--- src/rtl/vag_pkg.sv ---
package vag_pkg;

  localparam int unsigned DEF_COLS       = 40;
  localparam int unsigned DEF_ROWS       = 25;
  localparam int unsigned DEF_SCAN_LINES = 8;
  localparam int unsigned DEF_DROP_BITS  = 2;

  // Number of bits needed to represent every value from 0 up to and including n.
  function automatic int unsigned width_for(int unsigned n);
    int unsigned bits;
    bits = 1;
    while ((64'd1 << bits) <= 64'(n)) bits++;
    return bits;
  endfunction

endpackage

--- src/rtl/vag_raster_row.sv ---
module vag_raster_row #(
  parameter int unsigned SCAN_LINES = 8,
  parameter int unsigned ROW_W      = 3
) (
  input  logic             clk,
  input  logic             rst_n,
  input  logic             clr,
  input  logic             stb,
  output logic [ROW_W-1:0] row_q,
  output logic             last_row
);

  localparam logic [ROW_W-1:0] LAST    = ROW_W'(SCAN_LINES - 1);
  localparam bit               IS_POW2 = ((1 << ROW_W) == SCAN_LINES);

  logic [ROW_W-1:0] row_inc;
  logic [ROW_W-1:0] row_d;

  generate
    if (IS_POW2) begin : g_natural_wrap
      assign row_inc = row_q + 1'b1;
    end else begin : g_forced_wrap
      assign row_inc = (row_q == LAST) ? '0 : row_q + 1'b1;
    end
  endgenerate

  assign last_row = (row_q == LAST);

  always_comb begin
    row_d = row_q;
    if (clr) begin
      row_d = '0;
    end else if (stb) begin
      row_d = row_inc;
    end
  end

  always_ff @(posedge clk or negedge rst_n) begin
    if (!rst_n) begin
      row_q <= '0;
    end else begin
      row_q <= row_d;
    end
  end

  // step and wrap of the glyph line counter
  a_r6_step: assert property (@(posedge clk) disable iff (!rst_n)
    (!clr && stb && row_q != LAST) |=> row_q == $past(row_q) + 1'b1);
  a_r6_wrap: assert property (@(posedge clk) disable iff (!rst_n)
    (!clr && stb && row_q == LAST) |=> row_q == '0);
  a_r6_idle: assert property (@(posedge clk) disable iff (!rst_n)
    (!clr && !stb) |=> $stable(row_q));
  // frame clear wins over the strobe
  a_r7_row_clear: assert property (@(posedge clk) disable iff (!rst_n)
    clr |=> row_q == '0);

endmodule

--- src/rtl/vag_row_latch.sv ---
module vag_row_latch #(
  parameter int unsigned ADDR_W = 10,
  parameter int unsigned LAT_W  = 8
) (
  input  logic              clk,
  input  logic              rst_n,
  input  logic              clr,
  input  logic              follow,
  input  logic [ADDR_W-1:0] cnt_nx,
  input  logic [ADDR_W-1:0] cnt_q,
  output logic [LAT_W-1:0]  latch_q
);

  logic [LAT_W-1:0] latch_d;

  always_comb begin
    latch_d = latch_q;
    if (clr) begin
      latch_d = '0;
    end else if (follow) begin
      latch_d = cnt_nx[ADDR_W-1 -: LAT_W];
    end
  end

  always_ff @(posedge clk or negedge rst_n) begin
    if (!rst_n) begin
      latch_q <= '0;
    end else begin
      latch_q <= latch_d;
    end
  end

  // row start is frozen outside the last raster row
  a_r4_hold: assert property (@(posedge clk) disable iff (!rst_n)
    (!clr && !follow) |=> $stable(latch_q));
  // on the last raster row it tracks the running counter's upper bits
  a_r5_follow: assert property (@(posedge clk) disable iff (!rst_n)
    (!clr && follow) |=> latch_q == cnt_q[ADDR_W-1 -: LAT_W]);
  // frame clear empties the row start
  a_r7_latch_clear: assert property (@(posedge clk) disable iff (!rst_n)
    clr |=> latch_q == '0);

endmodule

--- src/rtl/vag_addr_counter.sv ---
module vag_addr_counter #(
  parameter int unsigned ADDR_W = 10,
  parameter int unsigned LAT_W  = 8
) (
  input  logic              clk,
  input  logic              rst_n,
  input  logic              clr,
  input  logic              hde,
  input  logic [LAT_W-1:0]  latch_q,
  output logic [ADDR_W-1:0] cnt_q,
  output logic [ADDR_W-1:0] cnt_nx,
  output logic [ADDR_W-1:0] load_val
);

  localparam int unsigned DROP = ADDR_W - LAT_W;

  generate
    if (DROP == 0) begin : g_full_latch
      assign load_val = latch_q;
    end else begin : g_trimmed_latch
      assign load_val = {latch_q, {DROP{1'b0}}};
    end
  endgenerate

  always_comb begin
    cnt_nx = cnt_q;
    if (clr) begin
      cnt_nx = '0;
    end else if (hde) begin
      cnt_nx = cnt_q + 1'b1;
    end else begin
      cnt_nx = load_val;
    end
  end

  always_ff @(posedge clk or negedge rst_n) begin
    if (!rst_n) begin
      cnt_q <= '0;
    end else begin
      cnt_q <= cnt_nx;
    end
  end

  // one address per active character clock
  a_r2_step: assert property (@(posedge clk) disable iff (!rst_n)
    (!clr && hde) |=> cnt_q == $past(cnt_q) + 1'b1);
  // blanking reloads from the row-start register
  a_r3_reload: assert property (@(posedge clk) disable iff (!rst_n)
    (!clr && !hde) |=> cnt_q == {$past(latch_q), {DROP{1'b0}}});
  // frame clear zeroes the counter
  a_r7_addr_clear: assert property (@(posedge clk) disable iff (!rst_n)
    clr |=> cnt_q == '0);

endmodule

--- src/rtl/vaddr_gen.sv ---
module vaddr_gen #(
  parameter int unsigned COLS       = vag_pkg::DEF_COLS,
  parameter int unsigned ROWS       = vag_pkg::DEF_ROWS,
  parameter int unsigned SCAN_LINES = vag_pkg::DEF_SCAN_LINES,
  parameter int unsigned DROP_BITS  = vag_pkg::DEF_DROP_BITS,
  parameter int unsigned ADDR_W     = vag_pkg::width_for(COLS * ROWS),
  parameter int unsigned ROW_W      = $clog2(SCAN_LINES)
) (
  input  logic              clk,
  input  logic              rst_n,
  input  logic              hde,
  input  logic              line_stb,
  input  logic              frame_rst,
  output logic [ADDR_W-1:0] vid_addr,
  output logic [ROW_W-1:0]  raster_row,
  output logic [ADDR_W-1:0] line_start
);

  localparam int unsigned LAT_W = ADDR_W - DROP_BITS;

  logic [ADDR_W-1:0] cnt_q;
  logic [ADDR_W-1:0] cnt_nx;
  logic [ADDR_W-1:0] load_val;
  logic [LAT_W-1:0]  latch_q;
  logic [ROW_W-1:0]  row_q;
  logic              last_row;
  logic              follow;

  assign follow = last_row & hde;

  vag_raster_row #(
    .SCAN_LINES (SCAN_LINES),
    .ROW_W      (ROW_W)
  ) u_row (
    .clk      (clk),
    .rst_n    (rst_n),
    .clr      (frame_rst),
    .stb      (line_stb),
    .row_q    (row_q),
    .last_row (last_row)
  );

  vag_row_latch #(
    .ADDR_W (ADDR_W),
    .LAT_W  (LAT_W)
  ) u_latch (
    .clk     (clk),
    .rst_n   (rst_n),
    .clr     (frame_rst),
    .follow  (follow),
    .cnt_nx  (cnt_nx),
    .cnt_q   (cnt_q),
    .latch_q (latch_q)
  );

  vag_addr_counter #(
    .ADDR_W (ADDR_W),
    .LAT_W  (LAT_W)
  ) u_cnt (
    .clk      (clk),
    .rst_n    (rst_n),
    .clr      (frame_rst),
    .hde      (hde),
    .latch_q  (latch_q),
    .cnt_q    (cnt_q),
    .cnt_nx   (cnt_nx),
    .load_val (load_val)
  );

  assign vid_addr   = cnt_q;
  assign raster_row = row_q;
  assign line_start = load_val;

  // outputs sit at zero while reset is held
  always_comb begin
    if (!rst_n) begin
      a_r1_reset_zero: assert (vid_addr == '0 && raster_row == '0 && line_start == '0);
    end
  end

  // during blanking of a non-final row the output repeats the row start
  a_r4_replay: assert property (@(posedge clk) disable iff (!rst_n)
    (!frame_rst && !hde && !last_row) |=> vid_addr == $past(line_start));

endmodule

--- config.mk ---
export PLATFORM = sky130hd
export DESIGN_NAME = vaddr_gen
export DESIGN_NICKNAME = d
export VERILOG_FILES = /design/src/rtl/vag_pkg.sv /design/src/rtl/vag_raster_row.sv /design/src/rtl/vag_row_latch.sv /design/src/rtl/vag_addr_counter.sv /design/src/rtl/vaddr_gen.sv
export SDC_FILE = /design/constraint.sdc
export NUM_CORES = 1
export LEC_CHECK = 0
export BUFFER_PORTS_ARGS = -buffer_cell sky130_fd_sc_hd__buf_2
export CORE_UTILIZATION = 40
export CTS_CLUSTER_DIAMETER = 60
export DETAILED_ROUTE_END_ITERATION = 10
export HOLD_SLACK_MARGIN = 0.15
export PLACE_DENSITY = 0.66
export SLEW_MARGIN = 20
export SYNTH_ARGS = -nofsm -noshare
export SYNTH_HDL_FRONTEND = slang
export SYNTH_SLANG_ARGS = --single-unit
export TNS_END_PERCENT = 1
--- constraint.sdc ---
create_clock -name clk -period 1.52 [get_ports clk]
set_input_delay 0.076 -clock clk [delete_from_list [all_inputs] [get_ports clk]]
set_output_delay 0.076 -clock clk [all_outputs]
set_load 0.05 [all_outputs]
==> impl_metrics.json, run 1 <==
{
  "rows": 17,
  "layout-drive-gt1-share_pct": 39.0,
  "path_buf_inv": 0,
  "drcViolationCount": 0,
  "firstDrtPassIters": 4,
  "path_delay_family": "flip-flops",
  "fin_crit_sh_pct": 95.3,
  "ys_seq_elements": 21,
  "synth_most_common_cell": "dfrtp_1",
  "ys.warnings.count": 0,
  "nets": 132,
  "clockBufferDepth": 2,
  "skew_ps": 5.60,
  "crit_type": "register to register",
  "cp_data_arrival_time_ps": 1630,
  "grt_max_degree": 23,
  "max_cap_viol_count": 0,
  "wl_um": 2040,
  "core_area_mm2": 0.00230,
  "yosysTopAreaCellShare_pct": 52.3,
  "cp_max_fo": 4,
  "switching_share_pct": 30.2,
  "clk_latency_ps": 300,
  "synth_edf_count": 0,
  "cts_setup_buffers": 0,
  "crit_path_max_incr_delay_ps": 430,
  "hold_viol_final": 0,
  "reg2reg_to": "u_cnt.cnt_q[8]$_DFF_PN0_",
  "antenna_found_initial": 0,
  "multi_input_area_um2": 475,
  "overflow": 0,
  "die_y_um": 52.1,
  "regArea_um2": 539,
  "grt_pass1_vias": 802,
  "fmax_mhz": 690,
  "required_ps": 1700,
  "p_int_w": 0.000721,
  "avgViaCountPerCell": 5.44,
  "io_buffers": 25,
  "power_density_mw_per_mm2": 826,
  "yosys-top-cells-count": "dfrtp_1, nor2_1, a311oi_1",
  "boundaryPins": 28,
  "yosysTopAreaCell": "dfrtp_1",
  "antenna_cells": 0,
  "r2r_setup_slack_ps": 70,
  "ir_worst_vdd_mv": 0.660,
  "dpl-instance-area_mm2": 0.00119,
  "clk_pin_slew_ps": 120,
  "htree_levels": 1,
  "power.share.clock_pct": 25.7,
  "rsz0062_at_grt": "true",
  "synth_cell_types": 27,
  "hold_path_depth": 2,
  "finalMaxSlewViolations": 0,
  "cts_made_buffers": 3,
  "r2r_start": "u_cnt.cnt_q[1]$_DFF_PN0_",
  "hpwl_um": 1510,
  "status": "complete, no violations",
  "setup_ws_ps": 71.4,
  "cts_tree": "yes",
  "power.leakage_nw": 0.581,
  "nFillCells": 211,
  "cp-start-kind": "register",
  "power.share.combinational_pct": 16.3,
  "gp_congestion": 0.828,
  "finalSetupViolCount": 0,
  "worstHoldEndpoint": "u_row.row_q[0]$_DFFE_PN0P_",
  "power_switching_w": 0.000312,
  "vias": 822,
  "worstHoldStart": "frame_rst",
  "dieArea_mm2": 0.00272,
  "antenna_left": 0,
  "min_path_type": "primary input to register",
  "yosysSeqAreaShare_pct": 52.3,
  "ys.flop_type": "dfrtp_1",
  "pre_cts_ws_ps": 76.2,
  "dr.first_iter.drc_count": 4,
  "synthCells": 95,
  "fp.dieW_um": 52.1,
  "crit_chain": "ha_4, nand3_1, or3_1, a311oi_1",
  "cts_sinks": 21,
  "synthTopCellsByArea": "dfrtp_1, a311oi_1, nor2_1",
  "design_area_mm2": 0.00125,
  "worstRegToRegCells": 4,
  "syn_avg_cell_area_um2": 10.6,
  "routedWlPerCell_um": 13.5,
  "end_kind": "register",
  "area_growth_pct": 24.5,
  "ctsRootBufferMaster": "clkbuf_4",
  "cp_slowest_cell": "dfrtp_2",
  "ys_async_sr_fraction_pct": 100,
  "grt_first_pass_wirelength_um": 3530,
  "finalCriticalPeriod_ps": 1450,
  "pwr-share-seq_pct": 58.0,
  "grt_usage_pct": 17.8,
  "start_util_pct": 43.7,
  "syn_area_mm2": 0.00100
}
[power by group through the flow]
| stage | sequential, W | clock, W | combinational (W) |
|---|---|---|---|
| after floorplan | 0.000667 | 0 | 0.0000618 |
| after global placement | 0.000609 | 0 | 0.000161 |
| after detailed placement | 0.000610 | 0 | 0.000163 |
| after CTS | 0.000599 | 0.000277 | 0.000169 |
| after global routing | 0.000603 | 0.000298 | 0.000183 |
| final | 0.000599 | 0.000265 | 0.000169 |
[routing by layer]
layer | track usage (%) | up-vias | routed length (µm)
met4 | 5.41 | 0 | 16
met5 | 0 | - | 0
met2 | 29.7 | 22 | 983
met3 | 4.39 | 2 | 93
li1 | - | 401 | -
met1 | 22.4 | 397 | 942
[sequential cells by signal, indices dropped and copies added (netlist names)]
| name | flops |
|---|---|
| u_latch.latch_q | 8 |
| u_row.row_q | 3 |
| u_cnt.cnt_q | 10 |
[through the flow]
stage / total power [W] / hold WS [ps] / setup TNS, ps / util [%] / instances
after floorplan: 0.000729 / -220 / -33.5 / - / 96
after global placement: 0.000770 / 52.4 / 0 / 51.7 / 144
after detailed placement: 0.000773 / 57.2 / 0 / 51.7 / 144
after CTS: 0.00105 / 170 / 0 / 54.2 / 151
after global routing: 0.00108 / 189 / -28.5 / 54.5 / 151
final: 0.00103 / 170 / 0 / 54.5 / 151
[placed cells by master, fill, tap and decap left out, drive strengths merged]
cell,n
or4,1
dfrtp,21
a31oi,1
o21bai,1
ha,3
or3,4
buf,27
nand2,3
o21ai,4
xor2,3
a211oi,4
nor2,17
clkinv,1
and3b,1
a311oi,9
nand4,2
and2,1
nor3b,1
xnor2,1
o31ai,2
dlygate4sd3,3
nand3,3
clkbuf,3
conb,2
mux2i,3
inv,1
nand3b,1
[worst max-delay path by stage]
| stage | start | end | cells past startpoint |
|---|---|---|---|
| after global placement | u_cnt.cnt_q[4]$_DFF_PN0_ | u_cnt.cnt_q[9]$_DFF_PN0_ | 3 |
| after global routing | u_cnt.cnt_q[1]$_DFF_PN0_ | u_cnt.cnt_q[8]$_DFF_PN0_ | 4 |
| after floorplan | u_cnt.cnt_q[3]$_DFF_PN0_ | u_cnt.cnt_q[9]$_DFF_PN0_ | 3 |
| after CTS | u_cnt.cnt_q[1]$_DFF_PN0_ | u_cnt.cnt_q[8]$_DFF_PN0_ | 4 |
| final | u_cnt.cnt_q[1]$_DFF_PN0_ | u_cnt.cnt_q[8]$_DFF_PN0_ | 4 |
| after detailed placement | u_cnt.cnt_q[4]$_DFF_PN0_ | u_cnt.cnt_q[9]$_DFF_PN0_ | 3 |
[cell families (layout without fill, tap and decap cells)]
group | after synthesis | count (layout) | share of synthesized area, %
and+or+nand+nor | 34 | 34 | 17.4
AOI/OAI and AO/OA | 21 | 21 | 15.7
xor gates and xnor gates | 4 | 4 | 3.49
buffers and inverters | 8 | 35 | 3.98
adders and majority gates | 3 | 3 | 3.74
other | 1 | 2 | 0.373
DFF | 21 | 21 | 52.3
muxes | 3 | 3 | 2.99
[layout make-up]
type	count	share of cell area [%]
clock inverters	1	0.400
multi-input cells	67	38.0
clock buffers	3	1.80
flip-flops and latches	21	43.1
inverters	1	0.300
well taps	28	2.80
repair buffers	30	13.6
[timing repair]
action	CTS	global route
gates resized for setup	0	1
setup endpoints to repair	0	4
endpoints found under the hold margin	28	0
hold buffers	3	0
No activity file was read; power rests on OpenSTA's default activity.
==> inputs of run 2 (changes only) <==
CAP_MARGIN = 0   (was not set)
CORE_UTILIZATION = 45   (was 40)
PLACE_DENSITY = 0.73   (was 0.66)
==> impl_metrics.json, run 2 (synthesis results as in run 1) <==
{
  "layout_common_cells": "buf_2, nor2_1, dfrtp_2",
  "fin_crit_sh_pct": 96.2,
  "min_path_type": "primary input to register",
  "regArea_um2": 539,
  "hold_viol_final": 0,
  "finalCriticalPeriod_ps": 1460,
  "fp.dieW_um": 49.3,
  "hold_path_depth": 2,
  "crit_start": "u_cnt.cnt_q[3]$_DFF_PN0_",
  "power_switching_w": 0.000314,
  "finalMaxSlewViolations": 0,
  "core_area_mm2": 0.00202,
  "p_int_w": 0.000721,
  "pre_cts_ws_ps": 81.2,
  "grt_max_degree": 23,
  "start_util_pct": 49.7,
  "dieArea_mm2": 0.00243,
  "r2r_setup_slack_ps": 60,
  "max_cap_viol_count": 0,
  "cp_max_fo": 6,
  "firstDrtPassIters": 4,
  "crit_type": "register to register",
  "antenna_cells": 0,
  "worstRegToRegCells": 3,
  "largestRegisters": "u_cnt.cnt_q: 10 flops, u_latch.latch_q: 8 flops, u_row.row_q: 3 flops",
  "cts_made_buffers": 3,
  "cts_setup_buffers": 0,
  "cts_sinks": 21,
  "power.share.combinational_pct": 16.2,
  "dr.first_iter.drc_count": 14,
  "antenna_left": 0,
  "end_kind": "register",
  "drcViolationCount": 0,
  "place_inst": 143,
  "vias": 826,
  "layout.cells.non_filler": 150,
  "pwr-share-seq_pct": 58.0,
  "cts_tree": "yes",
  "power_density_mw_per_mm2": 821,
  "grt_pass1_vias": 755,
  "rows": 16,
  "power.share.clock_pct": 25.8,
  "worstHoldEndpoint": "u_row.row_q[1]$_DFFE_PN0P_",
  "cp-start-kind": "register",
  "multi_input_area_um2": 485,
  "area_growth_pct": 25.4,
  "reg2reg_to": "u_cnt.cnt_q[9]$_DFF_PN0_",
  "nFillCells": 187,
  "hpwl_um": 1450,
  "clk_pin_slew_ps": 120,
  "ctsRootBufferMaster": "clkbuf_4",
  "wl_um": 2030,
  "die_y_um": 49.3,
  "fmax_mhz": 684,
  "boundaryPins": 28,
  "io_buffers": 25,
  "required_ps": 1730,
  "grt_usage_pct": 17.8,
  "largest_reg_flops": 10,
  "overflow": 0,
  "routedWlPerCell_um": 13.6,
  "top_register": "u_cnt.cnt_q",
  "gp_congestion": 0.803,
  "layout-drive-gt1-share_pct": 40.7,
  "switching_share_pct": 30.4,
  "power.leakage_nw": 0.583,
  "cp_data_arrival_time_ps": 1670,
  "clockBufferDepth": 2,
  "antenna_found_initial": 0,
  "layout_commonest_cell": "buf_2",
  "htree_levels": 1,
  "avgViaCountPerCell": 5.51,
  "status": "complete, no violations",
  "finalSetupViolCount": 0,
  "clk_latency_ps": 300,
  "setup_ws_ps": 57.5,
  "rsz0062_at_grt": "false",
  "skew_ps": 3.49,
  "r2r_start": "u_cnt.cnt_q[3]$_DFF_PN0_",
  "nets": 132,
  "ir_worst_vdd_mv": 0.586,
  "grt_first_pass_wirelength_um": 3370,
  "setup_tns_ps": 0,
  "worstHoldStart": "frame_rst"
}
-- run 2: cell counts in the layout (fill, tap and decap cells not counted) --
Identical to the previous run, type by type.
-- run 2: layout make-up --
| cell class | count | area share [%] |
|---|---|---|
| Clock buffer | 3 | 1.79 |
| Multi-Input combinational cell | 67 | 38.5 |
| Timing Repair Buffer | 30 | 13.5 |
| Inverter | 1 | 0.298 |
| Tap cell | 27 | 2.68 |
| Sequential cell | 21 | 42.8 |
| Clock inverter | 1 | 0.397 |
-- run 2: timing repair --
action | CTS | global route
resized for setup | 0 | 3
hold buffers | 3 | 0
endpoints found under the setup margin | 0 | 1
endpoints found under the hold margin | 28 | 0
-- run 2: per-stage QoR --
step / instance area (µm²) / power, W / util [%] / hold WS, ps
3_3_place_gp: 1190 / 0.000770 / 58.7 / 51.2
2_1_floorplan: 1050 / 0.000729 / - / -220
6_report: 1260 / 0.00103 / 62.3 / 173
4_1_cts: 1240 / 0.00104 / 61.5 / 166
3_5_place_dp: 1190 / 0.000773 / 58.7 / 61.6
5_1_grt: 1260 / 0.00109 / 62.3 / 174
-- run 2: power groups by stage --
stage               clock network (W)  registers [W]  logic [W]
floorplan                           0       0.000667  0.0000618
global placement                    0       0.000609   0.000161
detailed placement                  0       0.000610   0.000163
CTS                          0.000275       0.000599   0.000169
global route                 0.000302       0.000603   0.000181
finish                       0.000267       0.000600   0.000168
-- run 2: critical path, stage by stage, from the launching register on --
cell and delay [ps]:
dfrtp_2 450, nand4_4 140, or4_4 500, a311oi_1 280
-- run 2: worst max-delay path by stage --
stage	depth (start not counted)	end
after floorplan	3	u_cnt.cnt_q[9]$_DFF_PN0_
after global placement	3	u_cnt.cnt_q[9]$_DFF_PN0_
after detailed placement	3	u_cnt.cnt_q[9]$_DFF_PN0_
after CTS	4	u_cnt.cnt_q[6]$_DFF_PN0_
after global routing	4	u_cnt.cnt_q[6]$_DFF_PN0_
final	3	u_cnt.cnt_q[9]$_DFF_PN0_
-- run 2: metal layers --
metal	track usage [%]	up-vias	wire [µm]
met4	2.94	0	0
met2	32.0	15	1030
li1	-	402	-
met5	0	-	0
met1	22.7	409	937
met3	2.80	0	63
